===== src/rtl/revdram_pkg.sv =====
package revdram_pkg;

  typedef enum logic [1:0] {
    LV_MID  = 2'b00,
    LV_ZERO = 2'b01,
    LV_ONE  = 2'b10
  } lvl_t;

  typedef enum logic [1:0] {
    OP_WRITE   = 2'd0,
    OP_READ    = 2'd1,
    OP_UNWRITE = 2'd2,
    OP_UNREAD  = 2'd3
  } op_t;

  typedef enum logic [3:0] {
    ACT_NONE,
    ACT_GATE_ON,
    ACT_GATE_OFF,
    ACT_BL_DATA,
    ACT_BL_MID,
    ACT_BL_INV,
    ACT_BL_COPY,
    ACT_COL_LATCH,
    ACT_COL_CLEAR,
    ACT_SPLIT_ON,
    ACT_SPLIT_OFF
  } act_t;

  localparam int STEP_W = 3;

  function automatic lvl_t lv_of(input logic b);
    return b ? LV_ONE : LV_ZERO;
  endfunction

  function automatic lvl_t lv_inv(input lvl_t l);
    case (l)
      LV_ONE:  return LV_ZERO;
      LV_ZERO: return LV_ONE;
      default: return LV_MID;
    endcase
  endfunction

  function automatic logic [STEP_W-1:0] op_len(input op_t op);
    return (op == OP_WRITE || op == OP_UNWRITE) ? STEP_W'(4) : STEP_W'(5);
  endfunction

  // Ordered sub-operations; the un* variants are the exact reversals.
  function automatic act_t act_of(input op_t op, input logic [STEP_W-1:0] s);
    act_t a;
    a = ACT_NONE;
    case (op)
      OP_WRITE: case (s)
        3'd1: a = ACT_GATE_ON;
        3'd2: a = ACT_BL_DATA;
        3'd3: a = ACT_GATE_OFF;
        3'd4: a = ACT_BL_MID;
        default: a = ACT_NONE;
      endcase
      OP_UNWRITE: case (s)
        3'd1: a = ACT_BL_DATA;
        3'd2: a = ACT_GATE_ON;
        3'd3: a = ACT_BL_MID;
        3'd4: a = ACT_GATE_OFF;
        default: a = ACT_NONE;
      endcase
      OP_READ: case (s)
        3'd1: a = ACT_SPLIT_ON;
        3'd2: a = ACT_BL_INV;
        3'd3: a = ACT_COL_LATCH;
        3'd4: a = ACT_SPLIT_OFF;
        3'd5: a = ACT_BL_MID;
        default: a = ACT_NONE;
      endcase
      default: case (s)
        3'd1: a = ACT_BL_COPY;
        3'd2: a = ACT_SPLIT_ON;
        3'd3: a = ACT_COL_CLEAR;
        3'd4: a = ACT_BL_MID;
        3'd5: a = ACT_SPLIT_OFF;
        default: a = ACT_NONE;
      endcase
    endcase
    return a;
  endfunction

endpackage


===== src/rtl/revdram_step_ctl.sv =====
module revdram_step_ctl
  import revdram_pkg::*;
#(
  parameter int RW = 2,
  parameter int CW = 2
) (
  input  logic          clk,
  input  logic          rst_n,
  input  logic          req_valid,
  input  logic [1:0]    req_op,
  input  logic [RW-1:0] req_row,
  input  logic [CW-1:0] req_col,
  input  logic          req_data,
  output logic          req_ready,
  output logic          busy,
  output logic          done,
  output logic          start,
  output logic          chk_copy,
  output act_t          act,
  output logic [RW-1:0] row_q,
  output logic [CW-1:0] col_q,
  output logic          data_q
);

  op_t               op_q;
  logic [STEP_W-1:0] step_q;

  assign busy      = (step_q != '0);
  assign req_ready = !busy;
  assign start     = req_valid && req_ready;
  assign act       = busy ? act_of(op_q, step_q) : ACT_NONE;
  assign chk_copy  = (step_q == STEP_W'(1)) &&
                     (op_q == OP_UNWRITE || op_q == OP_UNREAD);

  always_ff @(posedge clk) begin
    if (!rst_n) begin
      step_q <= '0;
      done   <= 1'b0;
      op_q   <= OP_WRITE;
      row_q  <= '0;
      col_q  <= '0;
      data_q <= 1'b0;
    end else begin
      done <= 1'b0;
      if (!busy) begin
        if (req_valid) begin
          op_q   <= op_t'(req_op);
          row_q  <= req_row;
          col_q  <= req_col;
          data_q <= req_data;
          step_q <= STEP_W'(1);
        end
      end else if (step_q == op_len(op_q)) begin
        step_q <= '0;
        done   <= 1'b1;
      end else begin
        step_q <= step_q + STEP_W'(1);
      end
    end
  end

  assert_done_pulse_R2: assert property (@(posedge clk) disable iff (!rst_n)
    done |=> !done);
  assert_done_not_busy_R2: assert property (@(posedge clk) disable iff (!rst_n)
    done |-> !busy);
  assert_ignore_busy_R2: assert property (@(posedge clk) disable iff (!rst_n)
    (busy && req_valid) |=> ($stable(op_q) && $stable(row_q) && $stable(col_q)));
  assert_end_done_R2: assert property (@(posedge clk) disable iff (!rst_n)
    $fell(busy) |-> done);

endmodule


===== src/rtl/revdram_cell_array.sv =====
module revdram_cell_array
  import revdram_pkg::*;
#(
  parameter int ROWS = 4,
  parameter int COLS = 4,
  localparam int RW = (ROWS > 1) ? $clog2(ROWS) : 1,
  localparam int CW = (COLS > 1) ? $clog2(COLS) : 1
) (
  input  logic          clk,
  input  logic          rst_n,
  input  logic          active,
  input  logic          start,
  input  logic          chk_copy,
  input  act_t          act,
  input  logic [RW-1:0] row,
  input  logic [CW-1:0] col,
  input  logic          data,
  output lvl_t          bl_q,
  output logic          gate_q,
  output logic          split_q,
  output logic          rsp_q,
  output logic          viol_q,
  output logic          cerr_q
);

  lvl_t cell_q [ROWS][COLS];
  lvl_t hold_q [COLS];
  lvl_t node;

  assign node = cell_q[row][col];

  always_ff @(posedge clk) begin
    if (!rst_n) begin
      for (int r = 0; r < ROWS; r++)
        for (int c = 0; c < COLS; c++)
          cell_q[r][c] <= LV_MID;
      for (int c = 0; c < COLS; c++)
        hold_q[c] <= LV_MID;
      bl_q    <= LV_MID;
      gate_q  <= 1'b0;
      split_q <= 1'b0;
      rsp_q   <= 1'b0;
      viol_q  <= 1'b0;
      cerr_q  <= 1'b0;
    end else begin
      if (start) begin
        viol_q <= 1'b0;
        cerr_q <= 1'b0;
      end
      if (chk_copy && lv_of(data) != node)
        cerr_q <= 1'b1;
      case (act)
        ACT_GATE_ON: begin
          gate_q <= 1'b1;
          if (bl_q != node) viol_q <= 1'b1;
        end
        ACT_GATE_OFF: gate_q <= 1'b0;
        ACT_BL_DATA: begin
          bl_q <= lv_of(data);
          if (gate_q) cell_q[row][col] <= lv_of(data);
        end
        ACT_BL_MID: begin
          bl_q <= LV_MID;
          if (gate_q) cell_q[row][col] <= LV_MID;
        end
        ACT_BL_INV:    bl_q <= lv_inv(node);
        ACT_BL_COPY:   bl_q <= hold_q[col];
        ACT_COL_LATCH: begin
          hold_q[col] <= bl_q;
          rsp_q       <= (bl_q == LV_ZERO);
        end
        ACT_COL_CLEAR: hold_q[col] <= LV_MID;
        ACT_SPLIT_ON:  split_q <= 1'b1;
        ACT_SPLIT_OFF: split_q <= 1'b0;
        default: ;
      endcase
    end
  end

  assert_idle_mid_R9: assert property (@(posedge clk) disable iff (!rst_n)
    !active |-> (bl_q == LV_MID && !gate_q && !split_q));
  assert_gate_split_excl_R5: assert property (@(posedge clk) disable iff (!rst_n)
    !(gate_q && split_q));
  assert_mismatch_flag_R7: assert property (@(posedge clk) disable iff (!rst_n)
    (act == ACT_GATE_ON && bl_q != node) |=> viol_q);
  assert_copy_flag_R8: assert property (@(posedge clk) disable iff (!rst_n)
    (chk_copy && lv_of(data) != node) |=> cerr_q);

endmodule


===== src/rtl/revdram_sequencer.sv =====
module revdram_sequencer
  import revdram_pkg::*;
#(
  parameter int ROWS = 4,
  parameter int COLS = 4,
  localparam int RW = (ROWS > 1) ? $clog2(ROWS) : 1,
  localparam int CW = (COLS > 1) ? $clog2(COLS) : 1
) (
  input  logic          clk,
  input  logic          rst_n,
  input  logic          req_valid,
  output logic          req_ready,
  input  logic [1:0]    req_op,
  input  logic [RW-1:0] req_row,
  input  logic [CW-1:0] req_col,
  input  logic          req_data,
  output logic          busy,
  output logic          done,
  output logic          rsp_data,
  output logic          rule_viol,
  output logic          copy_err,
  output logic [1:0]    bl_lvl,
  output logic          cell_gate,
  output logic          rail_split
);

  logic          start, chk_copy, data_q, viol_q, cerr_q;
  act_t          act;
  logic [RW-1:0] row_q;
  logic [CW-1:0] col_q;
  lvl_t          bl_q;

  revdram_step_ctl #(.RW(RW), .CW(CW)) u_ctl (
    .clk(clk), .rst_n(rst_n),
    .req_valid(req_valid), .req_op(req_op), .req_row(req_row),
    .req_col(req_col), .req_data(req_data),
    .req_ready(req_ready), .busy(busy), .done(done), .start(start),
    .chk_copy(chk_copy), .act(act),
    .row_q(row_q), .col_q(col_q), .data_q(data_q)
  );

  revdram_cell_array #(.ROWS(ROWS), .COLS(COLS)) u_arr (
    .clk(clk), .rst_n(rst_n), .active(busy), .start(start),
    .chk_copy(chk_copy), .act(act), .row(row_q), .col(col_q),
    .data(data_q), .bl_q(bl_q), .gate_q(cell_gate), .split_q(rail_split),
    .rsp_q(rsp_data), .viol_q(viol_q), .cerr_q(cerr_q)
  );

  assign bl_lvl    = bl_q;
  assign rule_viol = done && viol_q;
  assign copy_err  = done && cerr_q;

endmodule


===== config.mk =====
export PLATFORM = sky130hd
export DESIGN_NAME = revdram_sequencer
export DESIGN_NICKNAME = d
export VERILOG_FILES = /design/src/rtl/revdram_pkg.sv /design/src/rtl/revdram_step_ctl.sv /design/src/rtl/revdram_cell_array.sv /design/src/rtl/revdram_sequencer.sv
export SDC_FILE = /design/constraint.sdc
export NUM_CORES = 1
export LEC_CHECK = 0
export BUFFER_PORTS_ARGS = -buffer_cell sky130_fd_sc_hd__buf_2
export CAP_MARGIN = 20
export CELL_PAD_IN_SITES_DETAIL_PLACEMENT = 1
export CELL_PAD_IN_SITES_GLOBAL_PLACEMENT = 1
export CORE_UTILIZATION = 48
export DETAILED_ROUTE_END_ITERATION = 8
export GPL_TIMING_DRIVEN = 0
export PLACE_DENSITY = 0.84
export RECOVER_POWER = 25
export SKIP_CTS_REPAIR_TIMING = 1
export SKIP_LAST_GASP = 1
export SLEW_MARGIN = 20
export SYNTH_ARGS = -nofsm -noshare
export SYNTH_HDL_FRONTEND = slang
export SYNTH_SLANG_ARGS = --single-unit
export TNS_END_PERCENT = 30

===== constraint.sdc =====
create_clock -name clk -period 3 [get_ports clk]
set_input_delay 0 -clock clk [delete_from_list [all_inputs] [get_ports clk]]
set_output_delay 0 -clock clk [all_outputs]
set_load 0.005 [all_outputs]

## After elaboration in Yosys (flattened, before gate mapping)

Memories as Yosys holds them, arrays and structs flattened. A register that Yosys moved wholly into a read port is not among the register bits.
Index checks and enable logic that the tools add are counted.

- Multiplexer cells: 59
- Bitwise operators: 11
- Add/subtract/negate cells: 1
- $lt $le $gt $ge: 2
- Reduce and logical (&&, ||, !) cells: 20
- Equal/unequal tests: 24

Operators by type and width:

| operator | count |
|---|---|
| 4-bit case mux with 5 select lines | 2 |
| 8-bit two-way mux | 4 |
| 1-bit two-way mux | 28 |
| 2-bit two-way mux | 12 |
| 3-bit case mux with 4 select lines | 2 |
| 4-bit by 3-bit == test with 1-bit output, second input constant | 4 |
| 4-bit == test, second input constant | 3 |
| 4-bit case mux with 3 select lines | 1 |
| 3-bit two-way mux | 3 |
| 1-bit OR | 9 |
| 4-bit by 2-bit == test with 1-bit output, second input constant | 2 |
| 2-bit case mux with 4 select lines | 1 |
| 2-bit nonzero test | 4 |
| 8-bit OR reduction | 1 |
| 2-bit by 1-bit == test with 1-bit output, second input constant | 3 |
| 2-bit == test, second input constant | 3 |
| 3-bit by 2-bit == test with 1-bit output, second input constant | 2 |
| 3-bit == test, second input constant | 2 |
| 1-bit logical AND | 6 |
| 2-bit binary-select mux with 2-bit select | 1 |
| 2-bit demux with 2-bit select | 1 |
| 4-bit by 1-bit == test with 1-bit output, second input constant | 1 |
| 4-bit two-way mux | 1 |
| 2-bit inequality test | 2 |
| other kinds (16) | 19 |

- Input port bits: 10
- Memories kept: 2
- Output and inout bits: 10
- RAM bits: 40
- Word-level logic and storage cells: 131
- Register bits: 18

Memory list:

| name | words | width | rd ports | clocked after Yosys merged registers in | write ports | line | RTL |
|---|---|---|---|---|---|---|---|
| u_arr.cell_q | 4 | 8 | 1 | 1 | 4 | revdram_cell_array.sv:26 | `lvl_t cell_q [ROWS][COLS];` |
| u_arr.hold_q | 4 | 2 | 1 | 1 | 4 | revdram_cell_array.sv:27 | `lvl_t hold_q [COLS];` |

## Logic depth before layout (Yosys ltp)

- Depth after elaboration: 11
- Depth in mapped cells: 10
- Depth with buffers taken out: 9

## Cells and area by module

Synthesis repeated with hierarchy kept, for this count alone.

- Cells, all modules: 330
- Area, all modules: 3,211.8 um^2

Modules (own cells, without submodules):

| module | instances | cells an instance | seq. area each (um^2) | area an instance (um^2) |
|---|---|---|---|---|
| revdram_cell_array | 1 | 235 | 1,341.3 | 2,487.4 |
| revdram_step_ctl | 1 | 93 | 220.2 | 711.9 |
| revdram_sequencer | 1 | 2 | 0.0 | 12.5 |

## Worst setup path after synthesis

Ideal clock, no wire load.

- Path type: register to register
- Start point: register u_ctl.step_q[0]
- End point: memory u_arr.cell_q[0][6] (netlist bit), enable pin
- Arrival time: 2.419 ns
- Setup time: 0.313 ns
- Cell stages (with the launch flop): 11
- Slack: 0.267 ns
- Period minus slack after synthesis: 2.733 ns
- Cell sequence: dfxtp_1 -> inv_1 -> ha_1 -> buf_2 -> a21o_1 -> o311ai_1 -> o311a_4 -> nor2_4 -> nand3b_4 -> a2111o_1 -> o21ai_1

RTL lines:

| item | line | RTL |
|---|---|---|
| from (decl) | revdram_step_ctl.sv:26 | `logic [STEP_W-1:0] step_q;` |
| from (signal assigned) | revdram_step_ctl.sv:57 | `step_q <= step_q + STEP_W'(1);` |
| to (decl) | revdram_cell_array.sv:26 |  |

==> key figures <==
Clocking
  – Clk Tree Root Cell: clkbuf_8
  – H-tree lvl count: 3
  – Clock transition at path regs: about 70 ps
  – CTS Buf Count: 9
  – Worst-Skew Late Latency: ~350 ps
  – TritonCTS clock tree: built
  – Clk buf depth: 2
  – CTS Sinks: a little over 60

Layout
  – Layout cells sized above 1: a little under a quarter
  – Finished Cell Area: 0.00378 sq mm
  – Layout area overhead: 16.2%
  – Number of fill cells: between 700 and 800
  – Post-Layout Cell Count: around 430
  – # diodes: 0
  – Area taken by multi-input logic gates: approximately 0.0016 sq mm
  – Fin util: roughly three fifths
  – Final nets: 366
  – Commonest non-fill, non-tap cell in the layout: edfxtp_1
  – Most frequent cells in the layout: edfxtp_1 (40), nand2_1 (34), nor2_1 (33), buf_2 (20), dfxtp_1 (20)
  – Register area: 0.00165 sq mm

Synth
  – Ys flop type: edfxtp_1
  – Largest family of logic cells by synthesized area: simple AND/OR/NAND/NOR gates
  – Compound-Gate Fraction of Synth Area: ~15%
  – Post-synthesis xor/xnor area fraction: 0.808%
  – Share of the synthesized area in the top cell type: 37.0%
  – Post-synthesis sequential area ratio: 50.5%
  – Ys async rst share: 0%
  – Cells after Synth: 310
  – Distinct cells, synth: a little over 60
  – Cell accounting for the most synthesized area: edfxtp_1
  – Post-synthesis register bit count: 62
  – Syn_area_per_cell: 10.5 sq um
  – Top post-synthesis cells by area: edfxtp_1 (37%), dfxtp_1 (14%), mux4_2 (6.9%)
  – Multiplexer share of the synthesized area: a little over 8%
  – Post-Synth Adder-Cell Area: under 10%
  – YS warnings: 0
  – Post-synth EDFFs: 40
  – Synth Cell Area: about 0.0033 sq mm
  – Simple-gate share of the synthesized area: about a fifth
  – Synthesized Nets: 325

Placement
  – Placer Congestion: roughly 0.81
  – DP Area: about 0.0034 sq mm
  – Port bufs: 19
  – Cell count after placement: 406
  – Final HPWL DP: roughly 6200 um
  – Pre-CTS WS: -166 ps

Global route
  – Initial antenna violation count: 0
  – Gr usage total: 26.5%
  – First-pass GRT wire length: between 10000 and 15000 um
  – Vias in the first global route: 2712
  – Largest net degree at the start of global routing: 12
  – Gr ovfl total: 0

Setup path
  – R2R setup slack: approximately 33 ps
  – Worst r2r dst: u_arr.cell_q[1][6]
  – Crit-path max FO: 7
  – Launching point of the worst reg2reg path: u_ctl.step_q[0]
  – Critical Path RT: 3050 ps
  – Critical Path AT: ~3000 ps
  – Critical path class: flip-flop to flip-flop
  – CP endpoint kind: flip-flop
  – CP Launch Type: flip-flop
  – Reg2Reg Depth: 9

Floorplan
  – Die Ht: around 84 um
  – Die W: approximately 84 um
  – Die area: between 0.007 and 0.008 sq mm
  – I/O pins: 20
  – Row cnt: 29
  – Starting Density: slightly above 50%
  – Core area: 0.00646 sq mm

STA
  – Max-slew headroom: 60.5%
  – Period utilisation layout: a little over nine tenths
  – Setup TNS: 0 ps
  – Hold Vio Cnt, Final: 0
  – Final clock skew: ~9.0 ps
  – Worst hold slack: between 30 and 40 ps
  – Slew @ Worst Pin: around 590 ps
  – Final setup viols: 0
  – Tmin final: 2970 ps
  – Pins Over Slew Limit: 0
  – Setup ws final: between 30 and 40 ps
  – F_max: 0.337 GHz

Routing
  – DRC viols: 2
  – Pre-antenna DRT Iters: 6
  – Routed vias/inst: roughly 6.1
  – Drt wl/cell: ~21 um
  – DR vias: 2656
  – Detail Route Antenna Nets: 0
  – Initial DRC Count: 265
  – Aggregate routed wire length: between 9000 and 10000 um

Power and ir drop
  – Leakage Power: roughly 1.3 nW
  – Pwr Density: 551 mW/mm^2
  – Tot Pwr: roughly 2.1 mW
  – Peak supply drop: 0.000407 V

Run status
  – Status: finished with violations
  – Failing checks: design-rule violations

Worst hold path
  – Hold Path Stages: 4
  – Tightest Hold Check Type: input port to flip-flop
  – Hold_sp: req_valid
  – WHS Endpoint: u_ctl.step_q[1]

Run
  – Max-cap violations: 0
==> critical path, cell delays in order (launching register included) <==
cell	delay, ps
dfxtp_4	370
inv_1	100
ha_1	220
nor2b_2	260
nor2_1	100
o311a_4	400
nor3_4	250
nand2_2	160
a2111o_1	570
o21ai_2	240
==> metal layers <==
metal / wire, um / track usage, % / vias to the layer above
met5: 0 / 0 / -
met4: 200 / 12.2 / 0
met3: 522 / 4.92 / 21
met2: 4540 / 42.1 / 90
met1: 3760 / 35.3 / 1315
li1: - / - / 1230
==> worst max-delay path by stage <==
stage	start	endpoint	slack, ps
2_1_floorplan	u_ctl.step_q[0]	u_arr.cell_q[0][6]	270
4_1_cts	u_ctl.step_q[0]	u_arr.cell_q[1][7]	-230
5_1_grt	u_ctl.step_q[0]	u_arr.cell_q[1][7]	-40
3_5_place_dp	u_ctl.step_q[0]	u_arr.cell_q[1][6]	-170
6_report	u_ctl.step_q[0]	u_arr.cell_q[1][6]	30
3_3_place_gp	u_ctl.step_q[0]	u_arr.cell_q[0][6]	-80
==> cells in the mapped netlist, types with 2 or more instances <==
master and n:
nor3_1 19, nor2b_1 5, nand3b_1 2, ha_1 5
nand2b_1 6, nor2_1 33, o21ai_0 9, edfxtp_1 40
dfxtp_1 22, and2_1 3, or3_1 2, a21oi_1 16
a21o_1 3, inv_1 8, a22oi_1 2, o21ai_1 15
a31oi_1 4, clkbuf_1 11, xnor2_1 2, a211oi_1 2
nand2_1 35, and3_1 2, a311oi_1 2, buf_2 4
mux2_2 2, mux4_2 10, a211o_2 3, mux2i_1 2
nand3_1 7, o311ai_1 2
==> cell families (layout without fill, tap and decap cells) <==
logic type                 after synthesis  after routing
muxes                                   14             14
adders and majority gates                5              5
DFF                                     62             62
buffers and inverters                   27             73
and+or+nand+nor                        127            127
xor gates and xnor gates                 3              3
AOI/OAI and AO/OA                       72             72
==> flip-flops by register name, indices dropped and copies added (netlist names), 2 cells and up, named ones only <==
name and cells:
u_arr.bl_q 2, u_ctl.col_q 2, u_arr.cell_q 32, u_ctl.op_q 2, u_ctl.row_q 2, u_arr.hold_q 8, u_ctl.step_q 3
==> where the power goes <==
group,switching (mW),leakage [nW],internal [mW]
Combinational,0.280,0.616,0.171
Clock,0.352,0.0820,0.296
Sequential,0.0325,0.593,0.951
==> area by class of cell <==
cell class,instances,area share [%]
buffer,17,2.28
clock buffer,10,3.38
clock inverter,6,1.03
inverter,10,0.993
multi-input combinational,221,41.0
sequential,62,43.6
tap,77,2.55
timing repair buffer,30,5.17
Note: power is estimated with default switching activity, not from simulation.
